===== src/rtl/cfg_load_ctrl.sv =====
module cfg_load_ctrl #(
  parameter int DATA_W       = 8,
  parameter int BYTE_COUNT   = 16,
  parameter int CLEAR_CYCLES = 16,
  parameter int DROP_W       = 8,
  parameter logic [2:0] MODE_PERIPH = 3'b101,
  parameter logic [2:0] MODE_MPAR   = 3'b110,
  localparam int AW = $clog2(BYTE_COUNT),
  localparam int CW = $clog2(CLEAR_CYCLES + 1)
) (
  input  logic              clk,
  input  logic              rst_n,
  input  logic [2:0]        mode_pins,
  input  logic              sel0_n,
  input  logic              sel1_n,
  input  logic              sel2_n,
  input  logic              sel_p,
  input  logic [DATA_W-1:0] bus_data,
  input  logic              init_line,
  output logic              init_pull_low,
  output logic              cfg_busy,
  output logic              cfg_busy_n,
  output logic              done,
  output logic              addr_oe,
  output logic [1:0]        addr_out,
  output logic [DROP_W-1:0] drop_count,
  input  logic [AW-1:0]     rd_addr,
  output logic [DATA_W-1:0] rd_data
);

  typedef enum logic [1:0] {ST_CLEAR, ST_WAIT, ST_LOAD, ST_DONE} st_t;

  st_t              state;
  logic [CW-1:0]    clr_cnt;
  logic [2:0]       mode_q;
  logic [AW:0]      wr_ptr;
  logic [3:0]       sel_s1, sel_s2;
  logic [DATA_W-1:0] dat_s1, dat_s2;
  logic             all_prev;
  logic [DATA_W-1:0] store [BYTE_COUNT];

  wire all_on  = (sel_s2 == 4'b1000);
  wire release_ev = all_prev && !all_on;
  wire accept  = release_ev && state == ST_LOAD && mode_q == MODE_PERIPH;
  wire reject  = release_ev && !accept;

  always_ff @(posedge clk or negedge rst_n) begin
    if (!rst_n) begin
      sel_s1   <= 4'b0111;
      sel_s2   <= 4'b0111;
      dat_s1   <= '0;
      dat_s2   <= '0;
      all_prev <= 1'b0;
    end else begin
      sel_s1   <= {sel_p, sel2_n, sel1_n, sel0_n};
      sel_s2   <= sel_s1;
      dat_s1   <= bus_data;
      dat_s2   <= dat_s1;
      all_prev <= all_on;
    end
  end

  always_ff @(posedge clk or negedge rst_n) begin
    if (!rst_n) begin
      state   <= ST_CLEAR;
      clr_cnt <= '0;
      mode_q  <= '0;
      wr_ptr  <= '0;
    end else begin
      case (state)
        ST_CLEAR: begin
          clr_cnt <= clr_cnt + 1'b1;
          if (clr_cnt == CW'(CLEAR_CYCLES - 1)) begin
            mode_q <= mode_pins;
            state  <= ST_WAIT;
          end
        end
        ST_WAIT: if (init_line) state <= ST_LOAD;
        ST_LOAD: if (accept) begin
          wr_ptr <= wr_ptr + 1'b1;
          if (wr_ptr == (AW+1)'(BYTE_COUNT - 1)) state <= ST_DONE;
        end
        default: state <= ST_DONE;
      endcase
    end
  end

  always_ff @(posedge clk) begin
    if (state == ST_CLEAR) begin
      for (int i = 0; i < BYTE_COUNT; i++) store[i] <= '0;
    end else if (accept) begin
      store[wr_ptr[AW-1:0]] <= dat_s2;
    end
  end

  always_ff @(posedge clk or negedge rst_n) begin
    if (!rst_n)                        drop_count <= '0;
    else if (reject && drop_count != '1) drop_count <= drop_count + 1'b1;
  end

  assign init_pull_low = (state == ST_CLEAR);
  assign done          = (state == ST_DONE);
  assign cfg_busy      = !done;
  assign cfg_busy_n    = done;
  assign addr_oe       = (state == ST_LOAD) && (mode_q == MODE_MPAR);
  assign addr_out      = wr_ptr[1:0];
  assign rd_data       = store[rd_addr];

endmodule


===== config.mk =====
export PLATFORM = sky130hd
export DESIGN_NAME = cfg_load_ctrl
export DESIGN_NICKNAME = d
export VERILOG_FILES = /design/src/rtl/cfg_load_ctrl.sv
export SDC_FILE = /design/constraint.sdc
export NUM_CORES = 1
export LEC_CHECK = 0
export ABC_AREA = 1
export ABC_CLOCK_PERIOD_IN_PS = 2100
export BUFFER_PORTS_ARGS = -buffer_cell sky130_fd_sc_hd__buf_4
export CAP_MARGIN = 10
export CELL_PAD_IN_SITES_DETAIL_PLACEMENT = 2
export CELL_PAD_IN_SITES_GLOBAL_PLACEMENT = 2
export CORE_MARGIN = 5
export CORE_UTILIZATION = 35
export CTS_CLUSTER_SIZE = 12
export DETAILED_ROUTE_END_ITERATION = 10
export GPL_ROUTABILITY_DRIVEN = 1
export GPL_TIMING_DRIVEN = 0
export PLACE_DENSITY_LB_ADDON = 0.1
export SLEW_MARGIN = 20
export SYNTH_ARGS = -nofsm -noshare
export SYNTH_HDL_FRONTEND = slang
export SYNTH_SLANG_ARGS = --single-unit

===== constraint.sdc =====
create_clock -name clk -period 2.1 [get_ports clk]
set_clock_uncertainty 0.2 [all_clocks]
set_input_delay 0.525 -clock clk [delete_from_list [all_inputs] [get_ports clk]]
set_output_delay 0.525 -clock clk [all_outputs]
set_load 0.01 [all_outputs]

After elaboration in Yosys (flattened, before gate mapping)
Memories as Yosys holds them, arrays and structs flattened.
Cells that the tools add are included.
{"block": "totals", "reg_bits": 48, "latch_bits": 0, "mem_bits_rw": 128, "romBits": 0, "in_bits": 22, "wordCells": 54, "n_memories": 1}
{"memory": "store", "words": 16, "word_bits": 8, "rd": 1, "rd_ports_with_merged_regs": 0, "wr": 16, "line": "40", "text": "logic [DATA_W-1:0] store [BYTE_COUNT];"}
{"block": "op_classes", "addsub": 3, "multipliers": 0, "div_mod_pow": 0, "n_lt_le_gt_ge": 0, "n_eq_ne": 13, "n_shift": 0, "mux": 13, "n_bitwise": 0, "reduce_logical": 14}
{"cell": "$add 5x1->5 const B", "count": 2}
{"cell": "$eq 5x4->1 const B", "count": 2}
{"cell": "$add 8x1->8 const B", "count": 1}
{"cell": "$mux 2", "count": 4}
{"cell": "$mux 8", "count": 1}
{"cell": "$ne 8x8->1 const B", "count": 1}
{"cell": "$reduce_or 8->1", "count": 1}
{"cell": "$eq 3x3->1 const B", "count": 2}
{"cell": "$logic_and 1x1->1", "count": 6}
{"cell": "$mux 1", "count": 6}
{"cell": "$pmux 2 s3", "count": 1}
{"cell": "$eq 2x2->1 const B", "count": 2}
{"cell": "$eq 4x4->1 const B", "count": 1}
{"cell": "$mux 4", "count": 1}
{"cell": "$ne 2x1->1 const B", "count": 2}
{"cell": "$ne 2x2->1 const B", "count": 2}
{"cell": "$reduce_and 2->1", "count": 2}
{"cell": "$reduce_and 4->1", "count": 1}
{"cell": "$logic_not 1->1", "count": 3}
{"cell": "$eq 2x1->1 const B", "count": 1}
{"cell": "$logic_not 2->1", "count": 1}

Logic depth before layout (Yosys ltp)
Gate-level depths: netlist of the first run.
{"block": "logic_depth", "word_depth": 10, "mapped_depth": 9}

Worst setup path after synthesis of the first run
Ideal clock, no wire load.
{"block": "synth_path", "path_kind": "input-to-output", "start": "input port rd_addr[1]", "end": "output port rd_data[6]", "t_arrival_ns": 1.396, "slack_ns": -0.021, "path_stages": 7, "n_path_buf": 2, "cell_sequence": "clkbuf_1 -> inv_1 -> clkbuf_1 -> nand3_1 -> nand3_1 -> nand3_1 -> nand2_1"}
{"block": "synth_via", "elab_chain_cells": 1}
{"item": "start: declaration", "line": "27", "text": "input logic [AW-1:0] rd_addr,"}
{"item": "$mem_v2 16x8"}
{"item": "end: declaration", "line": "28", "text": "output logic [DATA_W-1:0] rd_data"}
Every way passes these cells.

Worst setup path after layout of the first run
{"block": "layout_path", "start": "input port rd_addr[0]", "end": "output port rd_data[1]"}
Same word-level chain as after synthesis.

==> impl_metrics.env, run 1 <==
export IMPL_cts_sinks=176
export IMPL_outcome="finished with violations"
export IMPL_power_uw=7730
export IMPL_reg2reg_slack_ns=0.05
export IMPL_grt_pass1_vias=7556
export IMPL_slew_viol_final=0
export IMPL_drv_cap=0
export IMPL_synth_seq_cells=176
export IMPL_hpwlAfterDp_um=19800
export IMPL_avgRoutedWirePerCell_um=22.5
export IMPL_critPathCaptureType="output port"
export IMPL_num_fill_cells=2412
export IMPL_cp_arrival_ns=1.60
export IMPL_syn_nets=921
export IMPL_yosysSeqAreaShare=0.609
export IMPL_layout_common_cells="nand2_1, nor2_1, edfxtp_1, inv_1, buf_4"
export IMPL_layout_commonest_cell="nand2_1"
export IMPL_cts_buffers=17
export IMPL_ant_nets=0
export IMPL_antenna_found_initial=0
export IMPL_drive_gt1_frac=0.305
export IMPL_ys_types=27
export IMPL_drtIter0Drc=406
export IMPL_initial_core_util=0.355
export IMPL_grt_max_degree=49
export IMPL_viasPerCell=5.04
export IMPL_violations="setup timing"
export IMPL_gp_congestion=0.854
export IMPL_grt_overflow=0
export IMPL_htreeDepth=4
export IMPL_cts_tree="done"
export IMPL_finalCritPeriodShare=1.11
export IMPL_rsz0062_at_grt="true"
export IMPL_clockRootBuffer="clkbuf_16"
export IMPL_powerDensity_mw_per_mm2=682
export IMPL_grt_pass1_wl_um=45400
export IMPL_die_x_um=164
export IMPL_required_ns=1.37
export IMPL_track_usage=0.231
export IMPL_slew_headroom=0.382
export IMPL_finalNetCount=1027
export IMPL_max_clock_path_buffers=2
export IMPL_worst_pin_slew_ns=0.926
export IMPL_power_leakage_uw=0.00534
export IMPL_finalWirelength_um=29900
export IMPL_area_growth_pct=36.7
export IMPL_io_buffers=41
export IMPL_clk_latency_ns=0.44
export IMPL_period_minus_slack_ns=2.32
export IMPL_crit_fanout=8
export IMPL_core_mm2=0.0234
export IMPL_postSynthCellCount=891
export IMPL_dr_pass1_iters=5
export IMPL_timing_fmax_mhz=430
export IMPL_crit_type="input port to output port"
export IMPL_setup_slack_ns=-0.224
export IMPL_pin_count=45
export IMPL_vias=6701
export IMPL_syn_mean_instance_area_um2=9.31
export IMPL_startpoint_type="input port"
export IMPL_die_y_um=164
export IMPL_setup_viol=8
export IMPL_syn_area_mm2=0.00830
export IMPL_cts_clk_slew_worst_paths_ns=0.07
export IMPL_num_antenna_cells=0
export IMPL_yosys_warnings=0
export IMPL_hold_viol_final=0
export IMPL_dieArea_mm2=0.0269
export IMPL_route_detailed_drc=0
export IMPL_num_rows=56
export IMPL_ir_drop_mv=0.475
export IMPL_hp_class="input port to flip-flop"
export IMPL_hold_ws_ns=0.0834
-- path summary, 6_finish.rpt --
check,from,depth (start not counted),endpoint
max in group asynchronous,rst_n,2,state[1]$_DFFE_PN0P_
max,rd_addr[0],10,rd_data[1]
min reg2reg,sel_s1[2]$_DFF_PN1_,0,sel_s2[2]$_DFF_PN1_
max reg2reg,dat_s2[7]$_DFF_PN0_,3,store[10][7]$_SDFFCE_PN0P_
min,mode_pins[2],3,mode_q[2]$_DFFE_PN0P_
min in group asynchronous,rst_n,2,drop_count[6]$_DFFE_PN0P_
-- where the power goes --
group	leakage, uW	switching, uW	internal, uW
clock	0.000287	1470	1680
sequential	0.00146	45.3	3740
combinational	0.00359	462	333
-- cell families after synthesis --
kind of cell / synth area share
XOR/XNOR: 0.00950
AO/OA/AOI/OAI: 0.00513
buffers and inverters: 0.0841
adder cells (fa/ha/maj): 0.0121
flip-flops: 0.609
AND/OR/NAND/NOR: 0.280
-- cell type report --
type	instances	area, um^2	area share
plain buffers	41	551	0.0485
clock buffers	21	482	0.0425
clock inverters	11	91.3	0.00805
inverters	132	522	0.0460
multi-input cells	541	3340	0.294
flip-flops and latches	176	5050	0.446
well taps	319	399	0.0352
repair buffers	88	906	0.0799
-- cells in the mapped netlist --
master / number / area, um^2
buf_2: 6 / 30.0
clkbuf_1: 26 / 97.6
nand3_1: 108 / 541
nand4_1: 3 / 18.8
nand3_2: 1 / 10.0
inv_1: 130 / 488
dfrtp_1: 42 / 1050
nand4_2: 3 / 37.5
buf_8: 2 / 30.0
o21ai_0: 7 / 35.0
nor2_8: 1 / 20.0
nand2_2: 1 / 6.26
nand4_4: 10 / 213
nand2_1: 242 / 908
dfstp_2: 6 / 158
inv_2: 2 / 7.51
buf_4: 4 / 30.0
edfxtp_1: 128 / 3840
nor3_1: 3 / 15.0
xor2_1: 7 / 61.3
a21boi_0: 1 / 7.51
ha_1: 8 / 100
xnor2_1: 2 / 17.5
nor2_2: 4 / 25.0
nand3b_1: 2 / 15.0
buf_1: 4 / 15.0
nor2_1: 138 / 518
-- through the flow --
step | util | setup slack [ns] | instances | area (um^2) | setup TNS (ns)
floorplan | - | 0.00794 | 891 | 8300 | 0
global placement | 0.385 | -0.871 | 1251 | 9010 | -37.22
detailed placement | 0.385 | -0.986 | 1251 | 9010 | -45.86
CTS | 0.475 | -0.255 | 1328 | 11100 | -1.49
global route | 0.485 | -0.244 | 1329 | 11300 | -1.92
finish | 0.485 | -0.224 | 1329 | 11300 | -1.62
-- critical path, cell delays in order --
cell     delay, ns
buf_12        0.13
buf_16        0.17
buf_12        0.16
nand2_2       0.07
nand2_1       0.07
nand2_2       0.07
nand3_2       0.09
nand3_2       0.08
nand2_2       0.08
buf_4         0.15
-- state kept, by name (all words and copies together) (netlist names) --
| signal | flops |
|---|---|
| all_prev | 1 |
| clr_cnt | 5 |
| dat_s1 | 8 |
| dat_s2 | 8 |
| drop_count | 8 |
| mode_q | 3 |
| sel_s1 | 4 |
| sel_s2 | 4 |
| state | 2 |
| store | 128 |
| wr_ptr | 5 |
-- layer usage --
metal  global-route usage  up-vias  share of wire  wire, um
met2                0.408      170           0.52     15600
met4               0.0869        0          0.030       907
met1                0.288     3439           0.41     12300
li1                     -     3041              -         -
met3               0.0306       51          0.039      1170
met5                    0        -              0         0
-- what timing repair did --
action	in CTS	in global routing
pin swaps	52	21
setup buffers	25	1
hold endpoints to repair	54	0
setup endpoints to repair	148	132
resized for setup	253	49
hold buffers	13	0
gates cloned	8	0
No activity file was read; power rests on OpenSTA's default activity.
==> inputs of run 2 (changes only) <==
- BUFFER_PORTS_ARGS: -buffer_cell sky130_fd_sc_hd__buf_4 -> unset
- CORE_UTILIZATION: 35 -> 37
- DONT_BUFFER_PORTS: unset -> 1
==> impl_metrics.env, run 2 (synthesized netlist as in run 1, its figures left out) <==
export IMPL_outcome="finished with violations"
export IMPL_violations="setup timing"
export IMPL_met3_usage=0.0394
export IMPL_cp_arrival_ns=1.48
export IMPL_setup_slack_ns=-0.103
export IMPL_cts_buffers=17
export IMPL_num_rows=54
export IMPL_crit_path_start="rd_addr[0]"
export IMPL_slew_headroom=0.418
export IMPL_slowest_delay_ns=0.14
export IMPL_hp_class="input port to flip-flop"
export IMPL_viasPerCell=5.25
export IMPL_setup_viol=8
export IMPL_core_mm2=0.0220
export IMPL_grt_pass1_vias=7193
export IMPL_crit_path_cell_trace="buf_12 -> buf_8 -> buf_16 -> nand2_2 -> nand3_1 -> nand3_2 -> nand3_2 -> nand2_2"
export IMPL_htreeDepth=4
export IMPL_grt_overflow=0
export IMPL_slew_viol_final=0
export IMPL_antenna_found_initial=0
export IMPL_route_detailed_drc=0
export IMPL_crit_type="input port to output port"
export IMPL_cts_clk_slew_worst_paths_ns=0.08
export IMPL_worstReg2RegEnd="store[2][6]$_SDFFCE_PN0P_"
export IMPL_crit_buf_inv=3
export IMPL_finalWirelength_um=29800
export IMPL_clk_latency_ns=0.45
export IMPL_grt_max_degree=49
export IMPL_hold_depth=2
export IMPL_cts_tree="done"
export IMPL_power_uw=7760
export IMPL_initial_core_util=0.378
export IMPL_drv_cap=0
export IMPL_num_antenna_cells=0
export IMPL_track_usage=0.224
export IMPL_power_leakage_uw=0.00506
export IMPL_cp_slowest_cell="buf_8"
export IMPL_final_util=0.494
export IMPL_finalCritPeriodShare=1.05
export IMPL_powerDensity_mw_per_mm2=716
export IMPL_use_met2=0.405
export IMPL_cp_top_family="simple AND/OR/NAND/NOR gates"
export IMPL_cts_sinks=176
export IMPL_clockRootBuffer="clkbuf_16"
export IMPL_gp_congestion=0.807
export IMPL_vias=6583
export IMPL_area_growth_pct=30.6
export IMPL_io_buffers=0
export IMPL_critPathCaptureType="output port"
export IMPL_finalNetCount=992
export IMPL_layout_common_cells="nand2_1, edfxtp_1, nor2_1, inv_1, nand3_2"
export IMPL_busiest_layer="met2"
export IMPL_dieArea_mm2=0.0255
export IMPL_hold_path_startpoint="mode_pins[1]"
export IMPL_max_clock_path_buffers=2
export IMPL_ir_drop_mv=0.650
export IMPL_crit_fanout=7
export IMPL_dr_pass1_iters=5
export IMPL_reg2reg_depth=8
export IMPL_startpoint_type="input port"
export IMPL_timing_fmax_mhz=454
export IMPL_worstHoldEndpoint="mode_q[1]$_DFFE_PN0P_"
export IMPL_r2r_start="sel_s2[1]$_DFF_PN1_"
export IMPL_drive_gt1_frac=0.255
export IMPL_ant_nets=0
export IMPL_gr_usage_met1=0.272
export IMPL_top_register="store"
export IMPL_period_minus_slack_ns=2.20
export IMPL_reg2reg_slack_ns=0.06
export IMPL_layout_commonest_cell="nand2_1"
export IMPL_hold_viol_final=0
export IMPL_worst_pin_slew_ns=0.873
export IMPL_hpwlAfterDp_um=18600
export IMPL_pin_count=45
export IMPL_avgRoutedWirePerCell_um=23.7
export IMPL_required_ns=1.37
export IMPL_grt_pass1_wl_um=43200
export IMPL_pre_cts_slack_ns=-0.743
export IMPL_rsz0062_at_grt="true"
export IMPL_die_y_um=160
export IMPL_largest_register_ffs=128
export IMPL_die_x_um=160
export IMPL_drtIter0Drc=415
[run 2: metal layers]
layer | vias up | share of wire | wire length, um
li1 | 2972 | - | -
met1 | 3403 | 0.41 | 12200
met2 | 154 | 0.52 | 15600
met3 | 54 | 0.034 | 1010
met4 | 0 | 0.033 | 991
met5 | - | 0 | 0
[run 2: where the power goes]
part	leakage [uW]	switching (uW)	internal [uW]	total, uW
Combinational	0.00330	410	235	645
Sequential	0.00146	59.2	3740	3800
Clock	0.000301	1630	1680	3310
[run 2: timing repair]
action | 4_1_cts | 5_1_grt
pin swaps | 42 | 27
endpoints found under the hold margin | 63 | 0
buffers inserted | 19 | 13
cloned | 4 | 0
resized for setup | 187 | 74
hold buffers | 17 | 0
setup endpoints to repair | 152 | 157
[run 2: stage by stage]
step | TNS, ns | cells | hold slack (ns) | cell area [um^2]
after floorplan | 0 | 891 | 0.0294 | 8300
after global placement | -28.26 | 1171 | 0.0316 | 8650
after detailed placement | -39.61 | 1171 | 0.0310 | 8650
after CTS | -2.02 | 1242 | 0.0379 | 10400
after global routing | -1.40 | 1255 | 0.0836 | 10800
final | -0.514 | 1255 | 0.0797 | 10800
[run 2: worst max-delay path by stage]
| stage | end | slack, ns | cells after the start |
|---|---|---|---|
| 6_report | rd_data[0] | -0.10 | 8 |
| 5_1_grt | rd_data[1] | -0.11 | 6 |
| 4_1_cts | store[13][7]$_SDFFCE_PN0P_ | -0.11 | 6 |
| 3_5_place_dp | rd_data[1] | -0.74 | 6 |
| 3_3_place_gp | rd_data[1] | -0.74 | 6 |
| 2_1_floorplan | rd_data[1] | 0.008 | 6 |
[run 2: layout make-up]
class | count | area (um^2)
buffer | 41 | 482
clock inverter | 14 | 160
fill | 2239 | 11100
inverter | 132 | 518
sequential | 176 | 5050
tap | 280 | 350
timing repair buffer | 53 | 626
multi-input combinational | 541 | 3200
clock buffer | 18 | 450
[run 2: worst register-to-register path, stage by stage (launching register included)]
cell and delay [ns]:
dfstp_2 0.52, nor2_1 0.05, a21boi_1 0.14, buf_4 0.15, buf_8 0.13, buf_4 0.12
nand4_1 0.12, buf_6 0.19, nand2_4 0.12
